<file path="src/rtl/rxring_pkg.sv">
package rxring_pkg;
  localparam int IDX_W   = 12;
  localparam int LOG_MIN = 5;
  localparam int LOG_MAX = 12;

  typedef enum logic [1:0] {
    MODE_OFF  = 2'b00,
    MODE_EOF  = 2'b01,
    MODE_RUN  = 2'b10,
    MODE_RSVD = 2'b11
  } run_mode_e;

  typedef enum logic [1:0] {
    ST_IDLE  = 2'd0,
    ST_FETCH = 2'd1,
    ST_OPEN  = 2'd2,
    ST_WB    = 2'd3
  } ring_state_e;
endpackage

</file>
<file path="src/rtl/rxring_index.sv">
module rxring_index #(
  parameter int IDX_W   = 12,
  parameter int LOG_MIN = 5,
  parameter int LOG_MAX = 12
) (
  input  logic             clk,
  input  logic             rst_n,
  input  logic [3:0]       cfg_log2,
  input  logic [IDX_W-1:0] sw_wr_idx,
  input  logic             advance,
  output logic [IDX_W-1:0] rd_idx,
  output logic             avail
);
  logic [3:0]       lg;
  logic [IDX_W:0]   pow;
  logic [IDX_W-1:0] mask;
  logic [IDX_W-1:0] rd_q;
  logic [IDX_W-1:0] wr_eff;

  always_comb begin
    if (cfg_log2 < 4'(LOG_MIN))      lg = 4'(LOG_MIN);
    else if (cfg_log2 > 4'(LOG_MAX)) lg = 4'(LOG_MAX);
    else                             lg = cfg_log2;
    pow    = (IDX_W+1)'(1) << lg;
    mask   = pow[IDX_W-1:0] - IDX_W'(1);
    rd_idx = rd_q & mask;
    wr_eff = sw_wr_idx & mask;
    avail  = (rd_idx != wr_eff);
  end

  always_ff @(posedge clk) begin
    if (!rst_n)       rd_q <= '0;
    else if (advance) rd_q <= (rd_idx + IDX_W'(1)) & mask;
  end
endmodule

</file>
<file path="src/rtl/rxring_timer.sv">
module rxring_timer #(
  parameter int TMO_W = 8
) (
  input  logic             clk,
  input  logic             rst_n,
  input  logic             run,
  input  logic             tick,
  input  logic [TMO_W-1:0] limit,
  output logic             expire
);
  logic [TMO_W-1:0] cnt;
  logic [TMO_W:0]   cnt_nxt;

  assign cnt_nxt = {1'b0, cnt} + (TMO_W+1)'(1);
  assign expire  = run && tick && (limit != '0) && (cnt_nxt >= {1'b0, limit});

  always_ff @(posedge clk) begin
    if (!rst_n || !run)             cnt <= '0;
    else if (tick && !cnt_nxt[TMO_W]) cnt <= cnt_nxt[TMO_W-1:0];
  end
endmodule

</file>
<file path="src/rtl/rxring_ctrl.sv">
module rxring_ctrl
  import rxring_pkg::*;
#(
  parameter int BASE_W = 28,
  parameter int ADDR_W = 36,
  parameter int TMO_W  = 8,
  parameter int STAT_W = 32
) (
  input  logic              clk,
  input  logic              rst_n,
  input  logic [BASE_W-1:0] cfg_ring_base,
  input  logic [3:0]        cfg_ring_log2,
  input  logic [1:0]        cfg_buf_size,
  input  logic [1:0]        cfg_run_mode,
  input  logic [TMO_W-1:0]  cfg_timeout,
  input  logic [IDX_W-1:0]  sw_wr_idx,
  input  logic              tick_32us,
  input  logic              frm_valid,
  output logic              frm_ready,
  output logic              fetch_valid,
  input  logic              fetch_ready,
  output logic [ADDR_W-1:0] fetch_addr,
  input  logic [BASE_W-1:0] fetch_desc,
  output logic              buf_valid,
  output logic [ADDR_W-1:0] buf_addr,
  output logic [14:0]       buf_len,
  input  logic              frame_end,
  output logic              wb_valid,
  input  logic              wb_ready,
  output logic [STAT_W-1:0] wb_data,
  output logic              irq_done,
  output logic              irq_tmo,
  output logic              chan_idle
);
  localparam int ALIGN_SH = ADDR_W - BASE_W;

  ring_state_e      state;
  logic [IDX_W-1:0] rd_idx;
  logic             avail, advance, expire, stop, tmo_q;
  logic [BASE_W-1:0] desc_q;
  logic [2:0]       len_mult;

  rxring_index #(.IDX_W(IDX_W), .LOG_MIN(LOG_MIN), .LOG_MAX(LOG_MAX)) u_index (
    .clk(clk), .rst_n(rst_n), .cfg_log2(cfg_ring_log2), .sw_wr_idx(sw_wr_idx),
    .advance(advance), .rd_idx(rd_idx), .avail(avail)
  );

  rxring_timer #(.TMO_W(TMO_W)) u_timer (
    .clk(clk), .rst_n(rst_n), .run(state == ST_OPEN), .tick(tick_32us),
    .limit(cfg_timeout), .expire(expire)
  );

  assign stop        = (cfg_run_mode == MODE_OFF) || (cfg_run_mode == MODE_RSVD);
  assign frm_ready   = (state == ST_IDLE) && (cfg_run_mode == MODE_RUN) && avail;
  assign fetch_valid = (state == ST_FETCH);
  assign buf_valid   = (state == ST_OPEN);
  assign wb_valid    = (state == ST_WB);
  assign advance     = wb_valid && wb_ready;
  assign chan_idle   = (state == ST_IDLE) && (cfg_run_mode != MODE_RUN);
  assign fetch_addr  = ADDR_W'({cfg_ring_base, {ALIGN_SH{1'b0}}}) + (ADDR_W'(rd_idx) << 2);
  assign buf_addr    = ADDR_W'({desc_q, {ALIGN_SH{1'b0}}});
  assign len_mult    = {1'b0, cfg_buf_size} + 3'd1;
  assign buf_len     = {len_mult, 12'h000};
  assign wb_data     = {{(STAT_W-IDX_W){1'b0}}, rd_idx};

  always_ff @(posedge clk) begin
    if (!rst_n) begin
      state    <= ST_IDLE;
      desc_q   <= '0;
      tmo_q    <= 1'b0;
      irq_done <= 1'b0;
      irq_tmo  <= 1'b0;
    end else begin
      irq_done <= advance && !tmo_q;
      irq_tmo  <= advance && tmo_q;
      unique case (state)
        ST_IDLE:  if (frm_valid && frm_ready) state <= ST_FETCH;
        ST_FETCH: if (fetch_ready) begin
          desc_q <= fetch_desc;
          state  <= stop ? ST_IDLE : ST_OPEN;
        end
        ST_OPEN: begin
          if (stop) state <= ST_IDLE;
          else if (frame_end) begin
            state <= ST_WB;
            tmo_q <= 1'b0;
          end else if (expire) begin
            state <= ST_WB;
            tmo_q <= 1'b1;
          end
        end
        ST_WB:    if (wb_ready) state <= ST_IDLE;
        default:  state <= ST_IDLE;
      endcase
    end
  end

  AST_FETCH_HOLD: assert property (@(posedge clk) disable iff (!rst_n)
    fetch_valid && !fetch_ready |=> fetch_valid && $stable(fetch_addr));
  AST_WB_HOLD: assert property (@(posedge clk) disable iff (!rst_n)
    wb_valid && !wb_ready |=> wb_valid && $stable(wb_data));
  AST_ONE_PHASE: assert property (@(posedge clk) disable iff (!rst_n)
    $onehot0({fetch_valid, buf_valid, wb_valid}));
  AST_IRQ_AFTER_WB: assert property (@(posedge clk) disable iff (!rst_n)
    (irq_done || irq_tmo) |-> $past(wb_valid && wb_ready));
  AST_IRQ_EXCL: assert property (@(posedge clk) disable iff (!rst_n)
    !(irq_done && irq_tmo));
  AST_IDLE_NO_GRANT: assert property (@(posedge clk) disable iff (!rst_n)
    chan_idle |-> !frm_ready);
endmodule

</file>
<file path="config.mk">
export PLATFORM = sky130hd
export DESIGN_NAME = rxring_ctrl
export DESIGN_NICKNAME = d
export VERILOG_FILES = /design/src/rtl/rxring_pkg.sv /design/src/rtl/rxring_index.sv /design/src/rtl/rxring_timer.sv /design/src/rtl/rxring_ctrl.sv
export SDC_FILE = /design/constraint.sdc
export NUM_CORES = 1
export LEC_CHECK = 0
export BUFFER_PORTS_ARGS = -buffer_cell sky130_fd_sc_hd__clkbuf_2
export CAP_MARGIN = 20
export CORE_UTILIZATION = 46
export CTS_CLUSTER_DIAMETER = 50
export DETAILED_ROUTE_END_ITERATION = 10
export PLACE_DENSITY = 0.82
export SLEW_MARGIN = 5
export SYNTH_ARGS = -nofsm -noshare
export SYNTH_HDL_FRONTEND = slang
export SYNTH_SLANG_ARGS = --single-unit
export TNS_END_PERCENT = 50
</file>
<file path="constraint.sdc">
create_clock -name clk -period 3.2 [get_ports clk]
set_input_delay 0.16 -clock clk [delete_from_list [all_inputs] [get_ports clk]]
set_output_delay 0.16 -clock clk [all_outputs]
set_load 0.01 [all_outputs]
</file>
* After elaboration in Yosys (flattened, before gate mapping)
Index checks and enable logic that the tools add are counted.
** Word-level totals
- Register bits :: 53
- Latch bits :: 0
- RAM bits :: 0
- Memory bits (read-only) :: 0
- Bits of input ports :: 91
- Logic and storage cells :: 67
- Memories kept :: 0
** Operators by class
- $add $sub $neg :: 5
- $mul :: 0
- Div/mod/pow operators :: 0
- $lt $le $gt $ge :: 3
- Eq/ne operators :: 11
- Shift-type cells :: 1
- Muxes and demuxes :: 12
- Bitwise logic cells :: 4
- Reductions and logical operators :: 24
** Operators with widths (count)
- $add A36 B14 Y36 :: 1
- $and A12 B12 Y12 :: 3
- $mux W2 :: 7
- $add A12 B1 Y12 const B :: 1
- $ne A12 B12 Y1 :: 1
- $shl A1 B4 Y12 const A :: 1
- $sub A12 B1 Y12 const B :: 1
- $logic_and A1 B1 Y1 :: 11
- $add A8 B1 Y9 const B :: 1
- $ge A9 B8 Y1 :: 1
- $eq A2 B2 Y1 const B :: 4
- $mux W4 :: 2
- $pmux W2 S4 :: 1
- $reduce_bool A8 Y1 :: 1
- $ne A2 B1 Y1 const B :: 3
- $gt A4 B4 Y1 const B :: 1
- $logic_not A1 Y1 :: 4
- $logic_not A2 Y1 :: 2
- $lt A4 B3 Y1 const B :: 1
- $ne A4 B4 Y1 const B :: 1
- $reduce_and A4 Y1 :: 1
- $add A2 B1 Y3 const B :: 1
- $reduce_and A3 Y1 :: 1
- $eq A2 B1 Y1 const B :: 1
- other kinds (6) :: 8

* Depth between registers and ports, before layout
Gate-level depths: netlist of run 1.
- Word-level depth :: 11
- Mapped depth :: 14
- Depth with buffers taken out :: 13

* By module
From an unflattened synthesis of run 1, not the netlist that was laid out.
** Unflattened totals
- Cell total of the unflattened synthesis :: 537
- Area total of the unflattened synthesis :: 4341.7 sq um
** By module, submodules not included
- rxring_ctrl :: times used 1, cells each 317, area each 2596.2 sq um, sequential area each 660.6 sq um
- rxring_index :: times used 1, cells each 134, area each 1048.5 sq um, sequential area each 240.2 sq um
- rxring_timer :: times used 1, cells each 86, area each 696.9 sq um, sequential area each 160.2 sq um

* Worst setup path before layout of run 1
No wires, ideal clock.
- Path type :: input to output
- From :: in cfg_ring_log2[2]
- To :: out fetch_addr[34]
- Arrival time :: 2.838 ns
- Required time :: 3.040 ns
- Slack :: 0.202 ns
- Stages :: 13
- Path buffers :: 1
- Path through :: buf_2 a31o_2 a32oi_1 nor2_1 ha_1 ha_1 a21o_1 o211a_1 o221ai_2 nand2_1 a311oi_2 nor3b_1 xor2_1
** Between the ends
- Word-level cells in the longest chain between the ends :: 7
- Elaborated cells on any way between the ends :: 8
- Those cells by class :: add/sub (2); order compare (2); shift (1); mux (2); bitwise (1)
** Ends and longest elaborated chain
- start: declaration :: RTL line rxring_ctrl.sv:12 : input logic [3:0] cfg_ring_log2,
- $gt A4 B4 Y1 :: RTL line rxring_index.sv:22 : else if (cfg_log2 > 4'(LOG_MAX)) lg = 4'(LOG_MAX);
- $mux W4 :: RTL line rxring_index.sv:22
- $mux W4 (*) :: RTL line rxring_index.sv:21 : if (cfg_log2 < 4'(LOG_MIN)) lg = 4'(LOG_MIN);
- $shl A1 B4 Y12 (*) :: RTL line rxring_index.sv:24 : pow = (IDX_W+1)'(1) << lg;
- $sub A12 B1 Y12 (*) :: RTL line rxring_index.sv:25 : mask = pow[IDX_W-1:0] - IDX_W'(1);
- $and A12 B12 Y12 (*) :: RTL line rxring_index.sv:26 : rd_idx = rd_q & mask;
- via wb_data[6] :: RTL line rxring_ctrl.sv:30 : output logic [STAT_W-1:0] wb_data,
- $add A36 B14 Y36 (*) :: RTL line rxring_ctrl.sv:60 : assign fetch_addr = ADDR_W'({cfg_ring_base, {ALIGN_SH{1'b0}}}) + (ADDR_W'(rd_idx) << 2);
- end: declaration :: RTL line rxring_ctrl.sv:22 : output logic [ADDR_W-1:0] fetch_addr,
The timed path passes the listed nets; every way through them passes the cells marked *.

* Worst setup path after layout of run 1
- From :: reg u_index.rd_q[6]
- To :: out fetch_addr[18]
** Between the ends
- Word-level cells in the longest chain between the ends :: 2
** Ends and longest elaborated chain
- start: declaration :: RTL line rxring_index.sv:17 : logic [IDX_W-1:0] rd_q;
- start signal: assignment :: RTL line rxring_index.sv:33 : else if (advance) rd_q <= (rd_idx + IDX_W'(1)) & mask;
- $and A12 B12 Y12 :: RTL line rxring_index.sv:26
- $add A36 B14 Y36 :: RTL line rxring_ctrl.sv:60
No other way between the ends.

==> flow_metrics.py, run 1 <==
metrics = {
    "clock_network": {
        "insertion_delay_ns": 0.30,
        "h-tree-depth": 2,
        "clk_pin_slew_ns": 0.10,
        "cts_buffers": 5,
        "clkSinkCount": 53,
        "clockBufferDepth": 2,
        "cts_tree": "yes",
        "root_buffer": "clkbuf_8",
    },
    "run": {
        "cap_violations": 0,
    },
    "routing": {
        "drtIter0Drc": 119,
        "routedWlPerCell_um": 13.2,
        "vias": 4073,
        "ant_nets": 0,
        "wl_um": 10400,
        "vias_per_cell": 5.14,
        "remaining_drc_errors": 0,
        "first_pass_iters": 4,
    },
    "place": {
        "port_buffers": 174,
        "placed_cell_area_mm2": 0.00472,
        "gp_congestion": 0.871,
        "dp_cells": 783,
        "dp_hpwl_um": 8640,
    },
    "cells_and_area": {
        "fillCellCount": 770,
        "final_cell_mix": "clkbuf_2, nand2_1, dfxtp_1, a21oi_1, conb_1",
        "final-instance-count-excl-fill": 792,
        "design_area_mm2": 0.00487,
        "fin_nets": 793,
        "n_antenna_cell": 0,
        "drive_above_1_share_pct": 30.4,
        "final_util_pct": 58.7,
        "syn2layout_area_growth_pct": 22.3,
        "final_common_cell": "clkbuf_2",
        "multiInputGateArea_mm2": 0.00259,
        "regArea_mm2": 0.00106,
    },
    "synth": {
        "ys_warn_count": 0,
        "synth_area_leader_cell": "dfxtp_1",
        "synth_compound_area_share_pct": 16.2,
        "synth_top_family_by_area": "simple AND/OR/NAND/NOR gates",
        "syn_inst": 528,
        "ys.flop_type": "dfxtp_1",
        "synth.distinct_cells": 59,
        "synth_adder_area_share_pct": 5.78,
        "yosys.area_share.xor_xnor_pct": 12.1,
        "synth-seq-cells": 53,
        "muxShareOfSynthArea_pct": 0.282,
        "synth_simple_gate_area_share_pct": 25.4,
        "synth_top_area_share_pct": 26.6,
        "synth_edf_count": 0,
        "async_reset_ff_share_pct": 0,
        "ys_seq_area_share_pct": 26.6,
        "syn_avg_cell_area_um2": 7.55,
        "synth_area_leaders": "dfxtp_1, buf_4, nand2_1",
        "netlist_area_mm2": 0.00399,
    },
    "run_status": {
        "status": "complete, no violations",
    },
    "critical_path": {
        "cpMaxStageDelayCell": "a311o_1",
        "crit_required_ns": 3.04,
        "path_buf_inv": 3,
        "crit_path_cell_trace": "inv_2, nor2_1, ha_2, ha_1, a21o_1, o211a_1, o221ai_2, buf_4, a31oi_1, a311o_1, nand4_1, xnor2_1, clkbuf_2",
        "crit_family": "compound AO/OA/AOI/OAI gates",
        "crit_arrival_ns": 2.81,
        "critPathMaxStageDelay_ns": 0.40,
        "critPathKind": "reg2out",
        "startpoint_type": "flip-flop",
        "crit_path_max_fanout": 4,
        "end_kind": "output pin",
    },
    "die": {
        "initial_core_util_pct": 48.0,
        "ios": 217,
        "die_w_um": 95.1,
        "core_area_mm2": 0.00830,
        "rows": 33,
        "die_area_mm2": 0.00904,
        "die_h_um": 95.1,
    },
    "sta": {
        "slew_headroom_pct": 38.2,
        "drv_slew": 0,
        "setup_violations": 0,
        "fin_worst_skew_ns": 0.00708,
        "min_period_over_period_pct": 92.9,
        "period_needed_ns": 2.97,
        "fin_setup_tns_ns": 0,
        "final-hold-violation-count": 0,
        "fmax_ghz": 0.337,
        "rsz0062_at_grt": "no",
        "tightest_slew_ns": 0.928,
    },
    "hold_path": {
        "hold_class": "in2reg",
    },
    "power_and_ir_drop": {
        "ir_worst_vdd_v": 0.000312,
        "design_power_total_mw": 1.35,
        "powerDensity_mw_per_mm2": 278,
        "p_leak_nw": 2.35,
    },
    "global_route": {
        "grt_pass1_wl_um": 16500,
        "antenna_found_initial": 0,
        "grt_pass1_vias": 3789,
        "track_usage_pct": 22.7,
        "overflow": 0,
        "grt_max_degree": 29,
    },
}
-- report_power, final --
group / internal [mW] / switching, mW / total (mW)
logic: 0.110 / 0.161 / 0.271
clock network: 0.180 / 0.226 / 0.406
registers: 0.669 / 0.00737 / 0.677
total: 0.959 / 0.394 / 1.35
-- registers in the layout, summed over array words and instances (netlist names) --
register	cells
irq_done	1
u_index.rd_q	12
state	2
tmo_q	1
desc_q	28
irq_tmo	1
u_timer.cnt	8
-- cell families (layout without fill, tap and decap cells) --
logic type,count (synthesis),count (layout)
and+or+nand+nor,207,207
AOI/OAI and AO/OA,99,99
buffers and inverters,92,209
xor gates and xnor gates,55,55
DFF,53,53
adders and majority gates,19,19
other,2,44
muxes,1,1
-- routing by layer --
layer	wire, um	part of all wire (%)	global-route usage (%)	up-vias
li1	-	-	-	2020
met1	4010	38	23.7	1864
met2	5400	52	43.8	171
met3	800	7.7	5.50	18
met4	216	2.1	7.58	0
met5	0	0	0	-
-- final cells by class --
type / count / area share [%]
timing repair buffer: 179 / 18.6
tap: 105 / 2.70
inverter: 22 / 1.69
multi-input combinational: 425 / 53.1
sequential: 53 / 21.8
clock inverter: 2 / 0.359
clock buffer: 6 / 1.69
-- worst reg2reg max path, cell delays in order (launching register included) --
cell and delay (ns):
dfxtp_1 0.40, ha_1 0.24, nand3_1 0.16, xnor2_1 0.16, ha_1 0.29, a21o_1 0.19
a211oi_1 0.22, o21ai_0 0.11, a21oi_1 0.26, a32oi_1 0.16, and3_1 0.20
-- stage by stage --
step	hold WS (ns)	setup slack (ns)
after global placement	0.382	0.228
after global routing	0.0480	0.0401
after detailed placement	0.389	0.0957
after floorplan	0.296	0.202
after CTS	0.0568	0.0494
final	0.0639	0.229
-- synth_stat cells (all sizes together), types with 2 or more instances --
master   n
ha      16
inv     21
nand4    7
or3      3
nor2b    8
o31ai    2
conb     2
a32oi    3
nor4     7
nand2b   7
a21oi   51
xnor2   28
o22ai    3
nor3    16
a31oi    3
xor2    27
nor2    31
o21a     2
buf     55
a211oi   3
nor4b    2
o21ai   16
nand2   82
and2     9
nand4b   2
nand3   16
dfxtp   53
and3    10
or4      3
clkbuf  15
maj3     3
o211a    2
a21o     4
-- timing repair --
action,in CTS,in global routing
buffers inserted,0,1
endpoints found under the setup margin,0,10
resized for setup,0,10
hold buffers,0,0
-- worst paths after layout --
check,startpoint,cells past startpoint,slack [ns],end
max reg2reg,u_timer.cnt[0],10,0.72,state[0]
min,fetch_desc[10],3,0.06,desc_q[10]
min reg2reg,tmo_q,1,0.46,irq_done
max,u_index.rd_q[6],13,0.23,fetch_addr[18]
(Power assumes the default switching activity.)
==> run 2: changes to the inputs <==
ABC_AREA = 1   (was unset)
CORE_UTILIZATION = 48   (was 46)
GPL_TIMING_DRIVEN = 0   (was unset)
PLACE_DENSITY = 0.83   (was 0.82)
==> run 2 against run 1 <==
Compared with the run above: count of clock-buffer cells in the layout shrank 1; combinational power grew to 2.5 times the previous value; utilization grew 4.1 points; setup slack gained 0.39 ns; die area grew 8.5%; final cell count grew 30%; sequential power grew 12%; synthesized cell count grew 32%; largest cell class unchanged; register-to-register slack is essentially flat; wire length grew 10%.
==> flow_metrics.py, run 2 <==
metrics = {
    "global_route": {
        "grt_use_met1_pct": 28.7,
        "met3_usage_pct": 4.40,
        "grt_pass1_wl_um": 18800,
        "track_usage_pct": 23.1,
        "met2_usage_pct": 41.5,
        "overflow": 0,
        "grt_max_degree": 18,
        "grt_pass1_vias": 4398,
        "antenna_found_initial": 0,
        "grt_busiest_layer": "met2",
    },
    "synth": {
        "synth_commonest_cells": "nand2_1, inv_1, nor2_1",
        "syn_inst": 699,
        "ys.flop_type": "dfxtp_1",
        "synth_most_common_cell": "nand2_1",
        "synth_adder_area_share_pct": 4.43,
        "synth_top_area_share_pct": 23.5,
        "synth_area_leader_cell": "dfxtp_1",
        "yosys.area_share.xor_xnor_pct": 5.20,
        "ys_warn_count": 0,
        "muxShareOfSynthArea_pct": 0,
        "async_reset_ff_share_pct": 0,
        "ys_seq_area_share_pct": 23.5,
        "syn_avg_cell_area_um2": 6.47,
        "netlist_area_mm2": 0.00452,
        "synth.distinct_cells": 43,
        "synth-seq-cells": 53,
        "synth_top_family_by_area": "simple AND/OR/NAND/NOR gates",
        "synth_edf_count": 0,
        "synth_compound_area_share_pct": 9.41,
        "synth_area_leaders": "dfxtp_1, nand2_1, buf_4",
        "synth_simple_gate_area_share_pct": 39.5,
    },
    "sta": {
        "setup_violations": 0,
        "final-hold-violation-count": 0,
        "fin_setup_tns_ns": 0,
        "fin_worst_skew_ns": 0.00341,
        "tightest_slew_ns": 0.532,
        "worst_slack_ns": 0.617,
        "fmax_ghz": 0.387,
        "slew_headroom_pct": 64.6,
        "min_period_over_period_pct": 80.7,
        "period_needed_ns": 2.58,
        "drv_slew": 0,
        "rsz0062_at_grt": "no",
    },
    "cells_and_area": {
        "fin_nets": 1028,
        "drive_above_1_share_pct": 31.5,
        "reg_top3": "desc_q: 28 flops, u_index.rd_q: 12 flops, u_timer.cnt: 8 flops",
        "syn2layout_area_growth_pct": 27.7,
        "design_area_mm2": 0.00577,
        "largest_reg_flops": 28,
        "largest-register": "desc_q",
        "final_cell_mix": "clkbuf_2, nand2_1, inv_1, nor2_1, dfxtp_1",
        "n_antenna_cell": 0,
        "final_common_cell": "clkbuf_2",
    },
    "critical_path": {
        "crit_required_ns": 3.04,
        "path_buf_inv": 1,
        "rrSetupSlack_ns": 0.71,
        "crit_family": "simple AND/OR/NAND/NOR gates",
        "cpMaxStageDelayCell": "dfxtp_1",
        "startpoint_type": "flip-flop",
        "critPathKind": "reg2out",
        "crit_arrival_ns": 2.42,
        "end_kind": "output pin",
        "crit_path_max_fanout": 8,
        "critPathMaxStageDelay_ns": 0.40,
        "crit_path_cell_trace": "nand2_1, nor2_1, nor2_1, ha_1, or2_2, nand4_2, nand2_2, nand2_2, nand2_4, nand2_1, xor2_1, clkbuf_2",
    },
    "routing": {
        "vias": 4937,
        "first_pass_iters": 5,
        "routedWlPerCell_um": 11.1,
        "wl_um": 11500,
        "vias_per_cell": 4.78,
        "ant_nets": 0,
        "drtIter0Drc": 184,
        "remaining_drc_errors": 0,
    },
    "clock_network": {
        "h-tree-depth": 2,
        "clkSinkCount": 53,
        "cts_resized": 0,
        "clk_pin_slew_ns": 0.10,
        "insertion_delay_ns": 0.31,
        "root_buffer": "clkbuf_8",
        "post_cts_buffers": 0,
        "cts_tree": "yes",
        "hold_buffers": 0,
        "clockBufferDepth": 2,
        "cts_buffers": 5,
    },
    "die": {
        "die_h_um": 99.0,
        "rows": 35,
        "ios": 217,
        "die_area_mm2": 0.00981,
        "die_w_um": 99.0,
        "core_area_mm2": 0.00920,
        "initial_core_util_pct": 49.1,
    },
    "power_and_ir_drop": {
        "powerDensity_mw_per_mm2": 319,
        "intPower_mw": 1.14,
        "design_power_total_mw": 1.84,
        "p_leak_nw": 3.14,
        "comb_power_share_pct": 37.5,
        "seqPwrFrac_pct": 41.0,
        "pwr-share-clk_pct": 21.5,
        "switchingPower_uw": 705,
        "switching_share_pct": 38.3,
        "ir_worst_vdd_v": 0.000365,
    },
    "run": {
        "cap_violations": 0,
    },
    "run_status": {
        "status": "complete, no violations",
    },
    "place": {
        "gp_congestion": 0.879,
        "placed_cell_area_mm2": 0.00568,
        "port_buffers": 173,
        "dp_worst_setup_slack_ns": 0.772,
        "dp_hpwl_um": 9540,
    },
    "hold_path": {
        "hold_class": "in2reg",
    },
}
## run 2: cell types whose count changed after synthesis, moves of 8 or more
cell     delta
nor2b_1     -8
xnor2_1    -20
xor2_1     -10
nand3_1    +33
inv_1      +71
and3_1     -10
and2_1      -9
nand4_1    +11
nand2_2    +20
nand2_1    +74
nor2_1     +23
## run 2: power groups by stage
| stage | Sequential [mW] | Combinational (mW) | Clock [mW] |
|---|---|---|---|
| finish | 0.755 | 0.689 | 0.396 |
| detailed placement | 0.768 | 0.687 | 0 |
| floorplan | 0.783 | 0.431 | 0 |
| CTS | 0.755 | 0.689 | 0.409 |
| global placement | 0.767 | 0.680 | 0 |
| global route | 0.762 | 0.776 | 0.431 |
## run 2: worst paths after layout
check,from,to,cells after the start
worst min register to register,tmo_q,irq_done,1
worst max-delay path,u_index.rd_q[7],fetch_addr[24],12
worst max register to register,u_timer.cnt[0],state[0],14
worst min-delay path,fetch_desc[2],desc_q[2],3
## run 2: stage by stage
stage,hold WS [ns],util (%),instances
after floorplan,0.281,-,741
after global placement,0.417,61.8,1025
after detailed placement,0.421,61.8,1025
after CTS,0.0718,62.8,1033
after global routing,0.0744,62.8,1033
final,0.0901,62.8,1033
## run 2: cell families (layout without fill, tap and decap cells)
logic type | Yosys count | after routing
xor+xnor | 26 | 26
fa+ha+maj | 16 | 16
other cells | 2 | 44
compound gates | 79 | 79
simple gates | 360 | 360
buf+inv | 163 | 344
flops | 53 | 53
## run 2: cell type report
class	count	area (um2)
Clock buffer	5	68.8
Clock inverter	3	22.5
Inverter	98	375
Fill cell	908	3420
Buffer	65	432
Multi-Input combinational cell	525	2810
Timing Repair Buffer	173	866
Tap cell	111	139
Sequential cell	53	1060
## run 2: tightest hold or removal path, delay by kind of cell
kind | cells | cell delay [ns]
compound gates | 1 | 0.06
buf+inv | 1 | 0.08
simple gates | 1 | 0.07
## run 2: layer usage
layer	vias to the layer above	wire length, um
met2	181	5550
li1	2585	-
met5	-	0
met1	2162	5020
met4	0	87
met3	9	826
